$ cat src/rtl/rpm_pkg.sv
package rpm_pkg;
    localparam int LEN_W       = 4;
    localparam int CNT_W       = (2 ** LEN_W) + 1;
    localparam int SYNC_STAGES = 2;

    typedef struct packed {
        logic             active;
        logic [CNT_W-1:0] cnt;
    } tmr_state_t;

    typedef struct packed {
        logic                   sticky;
        logic                   evt;
        logic                   cpu_n;
        logic                   periph_n;
        logic [SYNC_STAGES-1:0] guard;
    } mgr_state_t;
endpackage

$ cat src/rtl/rpm_sync.sv
module rpm_sync #(
    parameter int   STAGES  = 2,
    parameter logic RST_VAL = 1'b1
) (
    input  logic clk,
    input  logic rst_n,
    input  logic d,
    output logic q
);
    logic [STAGES-1:0] chain_d, chain_q;

    always_comb begin
        chain_d = {chain_q[STAGES-2:0], d};
    end

    always_ff @(posedge clk or negedge rst_n) begin
        if (!rst_n) chain_q <= {STAGES{RST_VAL}};
        else        chain_q <= chain_d;
    end

    assign q = chain_q[STAGES-1];
endmodule

$ cat src/rtl/rpm_pulse_timer.sv
module rpm_pulse_timer
    import rpm_pkg::*;
(
    input  logic             clk,
    input  logic             rst_n,
    input  logic             start,
    input  logic [LEN_W-1:0] len,
    output logic             active
);
    tmr_state_t       st_d, st_q;
    logic [CNT_W-1:0] limit;

    always_comb begin
        limit = {{(CNT_W-1){1'b0}}, 1'b1} << (32'(len) + 32'd1);
        st_d  = st_q;
        if (start) begin
            st_d.active = 1'b1;
            st_d.cnt    = '0;
        end else if (st_q.active) begin
            if (st_q.cnt == limit - 1'b1) begin
                st_d.active = 1'b0;
                st_d.cnt    = '0;
            end else begin
                st_d.cnt = st_q.cnt + 1'b1;
            end
        end
    end

    always_ff @(posedge clk or negedge rst_n) begin
        if (!rst_n) begin
            st_q.active <= 1'b1;
            st_q.cnt    <= '0;
        end else begin
            st_q <= st_d;
        end
    end

    assign active = st_q.active;

    // the count never reaches the programmed limit while driving
    assert_cnt_bound_R3: assert property (@(posedge clk) disable iff (!rst_n)
        st_q.active |-> (st_q.cnt < limit));
endmodule

$ cat src/rtl/rst_pin_mgr.sv
module rst_pin_mgr
    import rpm_pkg::*;
(
    input  logic             clk,
    input  logic             rst_n,
    input  logic [LEN_W-1:0] cfg_pulse_len,
    input  logic             cfg_urst_en,
    input  logic             cfg_irq_en,
    input  logic             req_pulse,
    input  logic             pin_in,
    output logic             pin_drive_low,
    input  logic             stat_rd,
    output logic             stat_level,
    output logic             stat_sticky,
    output logic             user_rst_evt,
    output logic             irq,
    output logic             cpu_rst_n,
    output logic             periph_rst_n
);
    mgr_state_t st_d, st_q;
    logic       drive;
    logic       pin_sync;
    logic       masked;
    logic       low_seen;

    rpm_pulse_timer u_tmr (
        .clk    (clk),
        .rst_n  (rst_n),
        .start  (req_pulse),
        .len    (cfg_pulse_len),
        .active (drive)
    );

    rpm_sync #(.STAGES(SYNC_STAGES), .RST_VAL(1'b1)) u_sync (
        .clk   (clk),
        .rst_n (rst_n),
        .d     (pin_in),
        .q     (pin_sync)
    );

    always_comb begin
        masked   = drive | (|st_q.guard);
        low_seen = !pin_sync && !masked;

        st_d       = st_q;
        st_d.guard = {st_q.guard[SYNC_STAGES-2:0], drive};
        st_d.evt   = low_seen && cfg_urst_en;
        st_d.cpu_n    = !(drive || st_d.evt);
        st_d.periph_n = !(drive || st_d.evt);
        if (low_seen)     st_d.sticky = 1'b1;
        else if (stat_rd) st_d.sticky = 1'b0;
    end

    always_ff @(posedge clk or negedge rst_n) begin
        if (!rst_n) begin
            st_q.sticky   <= 1'b0;
            st_q.evt      <= 1'b0;
            st_q.cpu_n    <= 1'b0;
            st_q.periph_n <= 1'b0;
            st_q.guard    <= {SYNC_STAGES{1'b1}};
        end else begin
            st_q <= st_d;
        end
    end

    assign pin_drive_low = drive;
    assign stat_level    = pin_sync;
    assign stat_sticky   = st_q.sticky;
    assign user_rst_evt  = st_q.evt;
    assign irq           = st_q.sticky && cfg_irq_en;
    assign cpu_rst_n     = st_q.cpu_n;
    assign periph_rst_n  = st_q.periph_n;

    // a driven pad holds both resets on the following edge
    assert_drive_holds_rst_R10: assert property (@(posedge clk) disable iff (!rst_n)
        drive |=> (!cpu_rst_n && !periph_rst_n));
    // own drive never becomes a user reset
    assert_own_drive_masked_R9: assert property (@(posedge clk) disable iff (!rst_n)
        (drive && !stat_sticky) |=> (!user_rst_evt && !stat_sticky));
    // a detected low always leaves the flag set, read or not
    assert_set_wins_R7: assert property (@(posedge clk) disable iff (!rst_n)
        low_seen |=> stat_sticky);
    // a read with no new low clears the flag
    assert_read_clears_R7: assert property (@(posedge clk) disable iff (!rst_n)
        (stat_rd && !low_seen) |=> !stat_sticky);
    // disabled user reset produces no event
    assert_disabled_no_evt_R6: assert property (@(posedge clk) disable iff (!rst_n)
        !cfg_urst_en |=> !user_rst_evt);
endmodule

$ cat config.mk
export PLATFORM = sky130hd
export DESIGN_NAME = rst_pin_mgr
export DESIGN_NICKNAME = d
export VERILOG_FILES = /design/src/rtl/rpm_pkg.sv /design/src/rtl/rpm_sync.sv /design/src/rtl/rpm_pulse_timer.sv /design/src/rtl/rst_pin_mgr.sv
export SDC_FILE = /design/constraint.sdc
export NUM_CORES = 1
export LEC_CHECK = 0
export BUFFER_PORTS_ARGS = -buffer_cell sky130_fd_sc_hd__buf_2
export CAP_MARGIN = 5
export CORE_AREA = 4 4 66 68
export CTS_CLUSTER_SIZE = 16
export DETAILED_ROUTE_END_ITERATION = 16
export DIE_AREA = 0 0 70 72
export MAX_ROUTING_LAYER = met4
export PLACE_DENSITY = 0.73
export SYNTH_ARGS = -nofsm -noshare
export SYNTH_HDL_FRONTEND = slang
export SYNTH_SLANG_ARGS = --single-unit
$ cat constraint.sdc
create_clock -name clk -period 2.1 [get_ports clk]
set_input_delay 0.525 -clock clk [delete_from_list [all_inputs] [get_ports clk]]
set_output_delay 0.525 -clock clk [all_outputs]
set_load 0.05 [all_outputs]
# After elaboration in Yosys (flattened, before gate mapping)
# Cells that the tools add are included.
[classes]
mux = 6
eq_ne = 1
add_sub_neg = 3
shifts = 1
bitwise = 1
n_reduce_logical = 10
[ops]
columns = ["operator", "n"]
rows = [
  ["18-bit 2-to-1 mux", 2],
  ["1-bit by 32-bit << shifter with 17-bit output, first input constant", 1],
  ["17-bit by 1-bit adder with 17-bit output, second input constant", 1],
  ["17-bit equality test", 1],
  ["17-bit 2-to-1 mux", 1],
  ["17-bit by 1-bit subtractor with 17-bit output, second input constant", 1],
  ["4-bit by 1-bit adder with 5-bit output, second input constant", 1],
  ["2-bit nonzero test", 2],
  ["1-bit logical AND", 3],
  ["1-bit logical NOT", 3],
  ["1-bit 2-to-1 mux", 3],
  ["2-bit OR reduction", 1],
  ["1-bit logical OR", 1],
  ["1-bit bitwise OR", 1],
]
[word_totals]
in_bits = 11
output_inout_bits = 7
register_bits = 25

# Longest topological paths before layout
# Gate-level depths: netlist of the first run.
[logic_depth]
word_depth = 7
depth_mapped = 13

# By module
# Synthesis of the first run repeated with hierarchy kept, for this count alone.
[unflattened]
cells_unflattened = 196
area_unflattened_um2 = 1732.9
[by_module_without_submodules]
columns = ["module", "area_per_inst_um2", "cells_per_inst", "n_inst"]
rows = [
  ["rpm_pulse_timer", 1498.9, 182, 1],
  ["rst_pin_mgr", 181.4, 12, 1],
  ["rpm_sync", 52.6, 2, 1],
]

# Worst setup path before layout of the first run
# No wires, ideal clock.
[synth_path]
kind = "input to register"
startpoint = "in cfg_pulse_len[2]"
endpoint = "reg u_tmr.st_q[1] (netlist name)"
n_path_buf = 3
arrival_ns = 2.785
setup_ns = 0.136
cell_stages = 13
slack_ns = -0.821
path_cell_list = "buf_2 > nor2_1 > nand2_1 > ha_1 > clkbuf_1 > nor2_1 > mux2i_1 > o311ai_0 > o21ai_0 > or4_1 > buf_4 > o211ai_1 > a21oi_1"
[synth_via]
elab_chain_cells = 7
[synth_rtl]
columns = ["item", "line_no", "text"]
rows = [
  ["from (decl)", "rst_pin_mgr.sv:6", "input logic [LEN_W-1:0] cfg_pulse_len,"],
  ["4-bit by 1-bit adder with 5-bit output", "rpm_pulse_timer.sv:14", "limit = {{(CNT_W-1){1'b0}}, 1'b1} << (32'(len) + 32'd1);"],
  ["1-bit by 32-bit << shifter with 17-bit output", "rpm_pulse_timer.sv:14", ""],
  ["17-bit by 1-bit subtractor with 17-bit output", "rpm_pulse_timer.sv:20", "if (st_q.cnt == limit - 1'b1) begin"],
  ["17-bit equality test", "rpm_pulse_timer.sv:20", ""],
  ["17-bit 2-to-1 mux", "rpm_pulse_timer.sv:20", ""],
  ["18-bit 2-to-1 mux", "rpm_pulse_timer.sv:19", "end else if (st_q.active) begin"],
  ["18-bit 2-to-1 mux", "rpm_pulse_timer.sv:16", "if (start) begin"],
  ["to (signal assigned)", "rpm_pulse_timer.sv:34", "st_q <= st_d;"],
  ["to (decl)", "rpm_pulse_timer.sv:10", "tmr_state_t st_d, st_q;"],
]
# Every way passes these cells. The select of a mux whose other input is x is not followed.
# A chain may end at the register's enable or synchronous reset.

# Worst setup path in the final report of the first run
[layout_path]
startpoint = "in cfg_pulse_len[1]"
endpoint = "reg u_tmr.st_q[14] (netlist name)"
# Same word-level chain as after synthesis.

==> reports/results.ini, run 1 <==
[status]
status = finished with violations
violations = setup timing

[critical_path]
cp.required_ns = 2.26
r2r_end = u_tmr.st_q[14]
crit_top_cell = nor2_4
crit_chain = buf_8 > nor2_4 > nand2_2 > ha_4 > and2_4 > xor2_1 > o31ai_1 > o21ai_1 > or4_4 > buf_6 > nor2_4 > a211oi_1
rrSetupSlack_ns = -0.03
startpoint_type = input pin
r2r_start = u_tmr.st_q[2]
cpMaxStageDelayCell = or4_4
critical-path-max-stage-delay_ns = 0.55
critPathArrivalTime_ns = 2.59
r2r_cells = 8
critical-path-top-delay-family = simple AND/OR/NAND/NOR gates
end_kind = flip-flop
crit_fanout = 6
cp_num_buf_inv = 2
worst-setup-path-type = input pin to flip-flop

[synthesis]
avgSynthCellArea_um2 = 8.34
yosysWarnings = 0
synth_edf_count = 0
yosysSeqAreaShare = 0.328
synth_top_area_frac = 0.260
synth_cells = 231
async_reset_ff_frac = 1.00
ys_top_cells_by_area = dfrtp_1, dfstp_2, xor2_1
syn-num-nets = 244
synth_cell_type_count = 57
synth_flop_cell = dfrtp_1
yosys.area.top_type = dfrtp_1
syn-cell-area_mm2 = 0.00193
ys_seq_elements = 25

[floorplan]
die_y_um = 72
start_util = 0.500
num_io_pins = 18
rows = 23
dieArea_mm2 = 0.00504
fp.dieW_um = 70
design.core.area_mm2 = 0.00386

[layout]
multi_input_area_mm2 = 0.00134
regArea_um2 = 632
n_fill_cell = 322
drive_above_1_share = 0.354
diodes = 0
areaGrowthSynthToFinish_pct = 30.2
fin_cells = 318
final_nets = 282

[placed_design]
hpwlAfterDp_mm = 3.64
place_inst = 306
gp_congestion = 0.938
io_buffer_count = 17

[clock_network]
clk_latency_ns = 0.28
htreeDepth = 1
clockBufferDepth = 2
clock_sinks = 25
cts_tree = yes
clockRootBuffer = clkbuf_8
ctsHoldBuffers = 0
clk_pin_slew_ns = 0.09
cts_made_buffers = 3

[timing]
timing.hold.ws_ns = 0.219
min_period_ns = 2.43
setup_viol = 17
rsz0062_at_grt = true
fin_skew_ns = 0.00735
slew_viol_final = 0
tightest_slew_ns = 0.538
slew_headroom = 0.641
period_share = 1.16
fmax_ghz = 0.411
layout_setup_ws_ns = -0.330
hold_viol = 0

[global_routing]
gr-total-overflow = 0
grt_max_degree = 26
grt_pass1_vias = 1963
track_usage = 0.224
antenna_found_initial = 0
grt_pass1_wl_mm = 8.87

[detailed_routing]
postRouteWirelength_mm = 5.26
met3_length_um = 136
via_per_inst = 5.97
wl_per_cell_um = 16.5
drtPass1Iterations = 4
route.detailed.drc = 0
drtIter0Drc = 151
dr_wl_met2_mm = 2.63
wl_met1_mm = 2.34
vias = 1898
detail-route-antenna-nets = 0
top_layer = met4

[pwr]
p_leak_nw = 1.09
finalPower_mw = 1.03
vdd_ir_drop_max_mv = 0.392
p_per_area_mw_per_mm2 = 409

[worst_hold_path]
holdCritPathClass = input pin to asynchronous set/reset pin

[job]
maxCapViolations = 0

through the flow:
stage               cell area, um2  utilization  worst slack [ns]  TNS, ns
floorplan                     2030            -            -0.145    -2.25
global placement              2260        0.586            -0.644   -10.49
detailed placement            2260        0.586            -0.654   -10.64
CTS                           2440        0.634            -0.297    -4.61
global route                  2510        0.651            -0.420    -6.59
finish                        2510        0.651            -0.330    -5.12
power breakdown:
group | switching (mW) | internal (mW)
registers | 0.00677 | 0.489
logic | 0.123 | 0.112
clock network | 0.160 | 0.135
total | 0.290 | 0.736
layout by cell type, fill, tap and decap left out, types with 2 or more instances in the layout:
| cell | count |
|---|---|
| a211oi_1 | 10 |
| a21o_1 | 3 |
| a21oi_1 | 13 |
| a21oi_2 | 2 |
| a2bb2oi_1 | 2 |
| a31oi_1 | 2 |
| and2_1 | 6 |
| and3_1 | 6 |
| and4_1 | 3 |
| buf_2 | 13 |
| buf_4 | 32 |
| buf_6 | 8 |
| clkbuf_8 | 3 |
| dfrtp_1 | 20 |
| dfstp_2 | 5 |
| inv_1 | 5 |
| mux2i_1 | 2 |
| nand2_1 | 19 |
| nand2b_1 | 3 |
| nand2b_4 | 2 |
| nand3_1 | 9 |
| nor2_1 | 8 |
| nor2_4 | 5 |
| nor2b_1 | 7 |
| nor3_1 | 2 |
| nor3b_1 | 3 |
| o211ai_1 | 2 |
| o21ai_0 | 6 |
| o21ai_1 | 5 |
| o22ai_2 | 5 |
| o2bb2ai_1 | 2 |
| o31ai_1 | 3 |
| or3_1 | 2 |
| xnor2_1 | 6 |
| xor2_1 | 10 |
area by class of cell:
class,count,area share
Clock buffer,3,0.0165
Clock inverter,1,0.00299
Inverter,5,0.00748
Multi-Input combinational cell,180,0.533
Sequential cell,25,0.252
Tap cell,50,0.0249
Timing Repair Buffer,54,0.164
synthesized netlist by cell type, types with 5 or more instances:
master	number
a21oi_1	15
and3_1	6
xor2_1	10
o21ai_0	11
clkbuf_1	13
inv_1	5
nor2_1	11
nor2b_1	7
o22ai_1	6
xnor2_1	6
a211oi_1	10
dfrtp_1	20
dfstp_2	5
nand2_1	20
nand3_1	9
and2_1	6
nand2b_1	5
registers in the layout (all words and copies together), names as in the netlist:
register / cells
u_sync.chain_q: 2
st_q: 1
user_rst_evt: 1
st_d: 1
u_tmr.st_q: 17
periph_rst_n: 1
stat_sticky: 1
u_tmr.active: 1
metal layers:
layer,vias to the layer above,global-route usage
met5,-,-
met4,0,0.104
met3,23,0.0263
met2,37,0.388
met1,922,0.262
li1,916,-
cell families (layout without fill, tap and decap cells):
kind of cell,Yosys count,after routing,share of synthesized area
other,1,1,0.00195
and+or+nand+nor,91,92,0.278
AOI/OAI and AO/OA,65,65,0.223
buffers and inverters,27,63,0.0623
muxes,4,4,0.0214
xor gates and xnor gates,16,16,0.0727
DFF,25,25,0.328
adders and majority gates,2,2,0.0130
worst max-delay path by stage:
stage	cells past startpoint	startpoint	end
floorplan	8	cfg_pulse_len[2]	u_tmr.st_q[1]
global placement	12	cfg_pulse_len[1]	u_tmr.st_q[5]
detailed placement	12	cfg_pulse_len[1]	u_tmr.st_q[2]
CTS	12	cfg_pulse_len[1]	u_tmr.st_q[1]
global route	12	cfg_pulse_len[1]	u_tmr.st_q[1]
finish	12	cfg_pulse_len[1]	u_tmr.st_q[14]
timing repair:
item,CTS,global route
pin swaps,15,2
resized for setup,19,12
buffers inserted,5,1
endpoints found under the setup margin,17,17
gates cloned,2,0
No activity file was read; power rests on OpenSTA's default activity.
==> run 2: changes to the inputs <==
- CORE_AREA: 4 4 66 68 -> 4 4 64 66
- CTS_BUF_LIST: unset -> sky130_fd_sc_hd__clkbuf_8
- DIE_AREA: 0 0 70 72 -> 0 0 68 70
- PLACE_DENSITY: 0.73 -> 0.77
==> reports/results.ini, run 2 (synthesized netlist as in run 1, its figures left out) <==
[layout]
top_register = u_tmr.st_q  ; unchanged
final_nets = 278  ; was 282
final_common_cell = buf_4  ; unchanged
areaGrowthSynthToFinish_pct = 28.3  ; was 30.2%
design_area_mm2 = 0.00247  ; was 0.00251 mm2
drive_above_1_share = 0.337  ; was 0.354
top_regs = u_tmr.st_q x17, u_sync.chain_q x2  ; unchanged
largest_register_ffs = 17  ; unchanged
finish.utilization = 0.691  ; was 0.651
n_fill_cell = 276  ; was 322
final_cell_mix = buf_4, dfrtp_1, nand2_1  ; unchanged
fin_cells = 312  ; was 318
diodes = 0  ; unchanged

[critical_path]
critPathArrivalTime_ns = 2.57  ; was 2.59 ns
crit_chain = buf_8 > nor2_4 > nand2_2 > ha_4 > buf_6 > nor2_4 > mux2i_1 > o311ai_1 > o21ai_1 > or4_4 > o211ai_1 > a21oi_1  ; was buf_8 > nor2_4 > nand2_2 > ha_4 > and2_4 > xor2_1 > o31ai_1 > o21ai_1 > or4_4 > buf_6 > nor2_4 > a211oi_1
r2r_cells = 7  ; was 8
r2r_start = u_tmr.st_q[4]  ; was u_tmr.st_q[2]
cp.required_ns = 2.25  ; was 2.26 ns
cp_num_buf_inv = 2  ; unchanged
crit_fanout = 8  ; was 6
crit_top_cell = nor2_4  ; unchanged
r2r_end = u_tmr.st_q[1]  ; was u_tmr.st_q[14]
startpoint_type = input pin  ; unchanged
critical-path-max-stage-delay_ns = 0.50  ; was 0.55 ns
worst-setup-path-type = input pin to flip-flop  ; unchanged
critical-path-top-delay-family = simple AND/OR/NAND/NOR gates  ; unchanged
rrSetupSlack_ns = 0.03  ; was -0.03 ns
end_kind = flip-flop  ; unchanged
cpMaxStageDelayCell = or4_4  ; unchanged

[detailed_routing]
vias = 1918  ; was 1898
via_per_inst = 6.15  ; was 5.97
wl_per_cell_um = 16.9  ; was 16.5 um
drtIter0Drc = 124  ; was 151
drtPass1Iterations = 4  ; unchanged
postRouteWirelength_mm = 5.29  ; was 5.26 mm
detail-route-antenna-nets = 0  ; unchanged
route.detailed.drc = 0  ; unchanged

[floorplan]
fp.dieW_um = 68  ; was 70 um
start_util = 0.538  ; was 0.500
rows = 22  ; was 23
dieArea_mm2 = 0.00476  ; was 0.00504 mm2
num_io_pins = 18  ; unchanged
design.core.area_mm2 = 0.00358  ; was 0.00386 mm2
die_y_um = 70  ; was 72 um

[timing]
setup_viol = 17  ; unchanged
fin_skew_ns = 0.00832  ; was 0.00735 ns
hold_viol = 0  ; unchanged
period_share = 1.15  ; was 1.16
min_period_ns = 2.42  ; was 2.43 ns
timing.hold.ws_ns = 0.238  ; was 0.219 ns
layout_setup_ws_ns = -0.319  ; was -0.330 ns
fmax_ghz = 0.413  ; was 0.411 GHz
tns_ns = -5.02  ; was -5.12 ns
slew_viol_final = 0  ; unchanged
rsz0062_at_grt = true  ; unchanged
tightest_slew_ns = 0.560  ; was 0.538 ns
slew_headroom = 0.627  ; was 0.641

[pwr]
vdd_ir_drop_max_mv = 0.314  ; was 0.392 mV
p_leak_nw = 1.06  ; was 1.09 nW
p_per_area_mw_per_mm2 = 413  ; was 409 mW/mm2
finalPower_mw = 1.02  ; was 1.03 mW

[worst_hold_path]
holdCritPathClass = input pin to asynchronous set/reset pin  ; unchanged

[clock_network]
clk_latency_ns = 0.27  ; was 0.28 ns
htreeDepth = 1  ; unchanged
cts_made_buffers = 3  ; unchanged
clk_pin_slew_ns = 0.09  ; about the same
cts_tree = yes  ; unchanged
clockRootBuffer = clkbuf_8  ; unchanged
clock_sinks = 25  ; unchanged
clockBufferDepth = 2  ; unchanged

[global_routing]
grt_pass1_wl_mm = 7.83  ; was 8.87 mm
track_usage = 0.213  ; was 0.224
antenna_found_initial = 0  ; unchanged
grt_max_degree = 26  ; unchanged
gr-total-overflow = 0  ; unchanged
grt_pass1_vias = 1703  ; was 1963

[status]
status = finished with violations  ; unchanged
violations = setup timing  ; unchanged

[placed_design]
place_worst_setup_slack_ns = -0.735  ; was -0.654 ns
gp_congestion = 0.925  ; was 0.938
io_buffer_count = 17  ; unchanged
place_inst = 304  ; was 306
placed_area_mm2 = 0.00226  ; about the same
hpwlAfterDp_mm = 3.53  ; was 3.64 mm

[job]
maxCapViolations = 0  ; unchanged

## run 2: final cells by class
class	count	area, um2	area share
Clock inverter	1	5.00	0.00202
Multi-Input combinational cell	181	1350	0.546
Tap cell	48	60.1	0.0243
Timing Repair Buffer	49	365	0.148
Sequential cell	25	632	0.256
Inverter	5	18.8	0.00759
Clock buffer	3	41.3	0.0167
## run 2: metal layers
metal	track usage	routed length (um)	share of wire	up-vias
li1	-	-	-	907
met1	0.297	2310	0.44	939
met2	0.321	2630	0.50	59
met3	0.0241	253	0.048	13
met4	0.0640	98	0.019	0
met5	-	0	0	-
## run 2: what timing repair did
item                                    in CTS  in global routing
pin swaps                                    4                 19
endpoints found under the setup margin      17                 17
hold buffers                                 0                  0
resized for setup                            5                 25
buffers inserted                             0                  3
endpoints found under the hold margin        0                  0
cloned                                       0                  2
## run 2: worst max path at each step
stage	endpoint	cells after the start	startpoint	slack [ns]
global placement	u_tmr.st_q[6]	12	cfg_pulse_len[2]	-0.65
detailed placement	u_tmr.st_q[13]	12	cfg_pulse_len[1]	-0.74
global route	u_tmr.st_q[1]	12	cfg_pulse_len[2]	-0.39
floorplan	u_tmr.st_q[1]	8	cfg_pulse_len[2]	-0.14
finish	u_tmr.st_q[1]	12	cfg_pulse_len[2]	-0.32
CTS	u_tmr.st_q[6]	12	cfg_pulse_len[3]	-0.38
## run 2: worst register-to-register path: cells and delay by family, from the launching register on
kind | cells | cell delay [ns]
flops | 1 | 0.47
simple gates | 2 | 0.65
compound gates | 4 | 0.74
mux | 1 | 0.09
## run 2: report_power, final
group	switching (mW)	leakage [nW]	internal (mW)	total (mW)
clock network	0.157	0.0255	0.133	0.290
registers	0.00679	0.330	0.489	0.496
logic	0.127	0.710	0.108	0.234
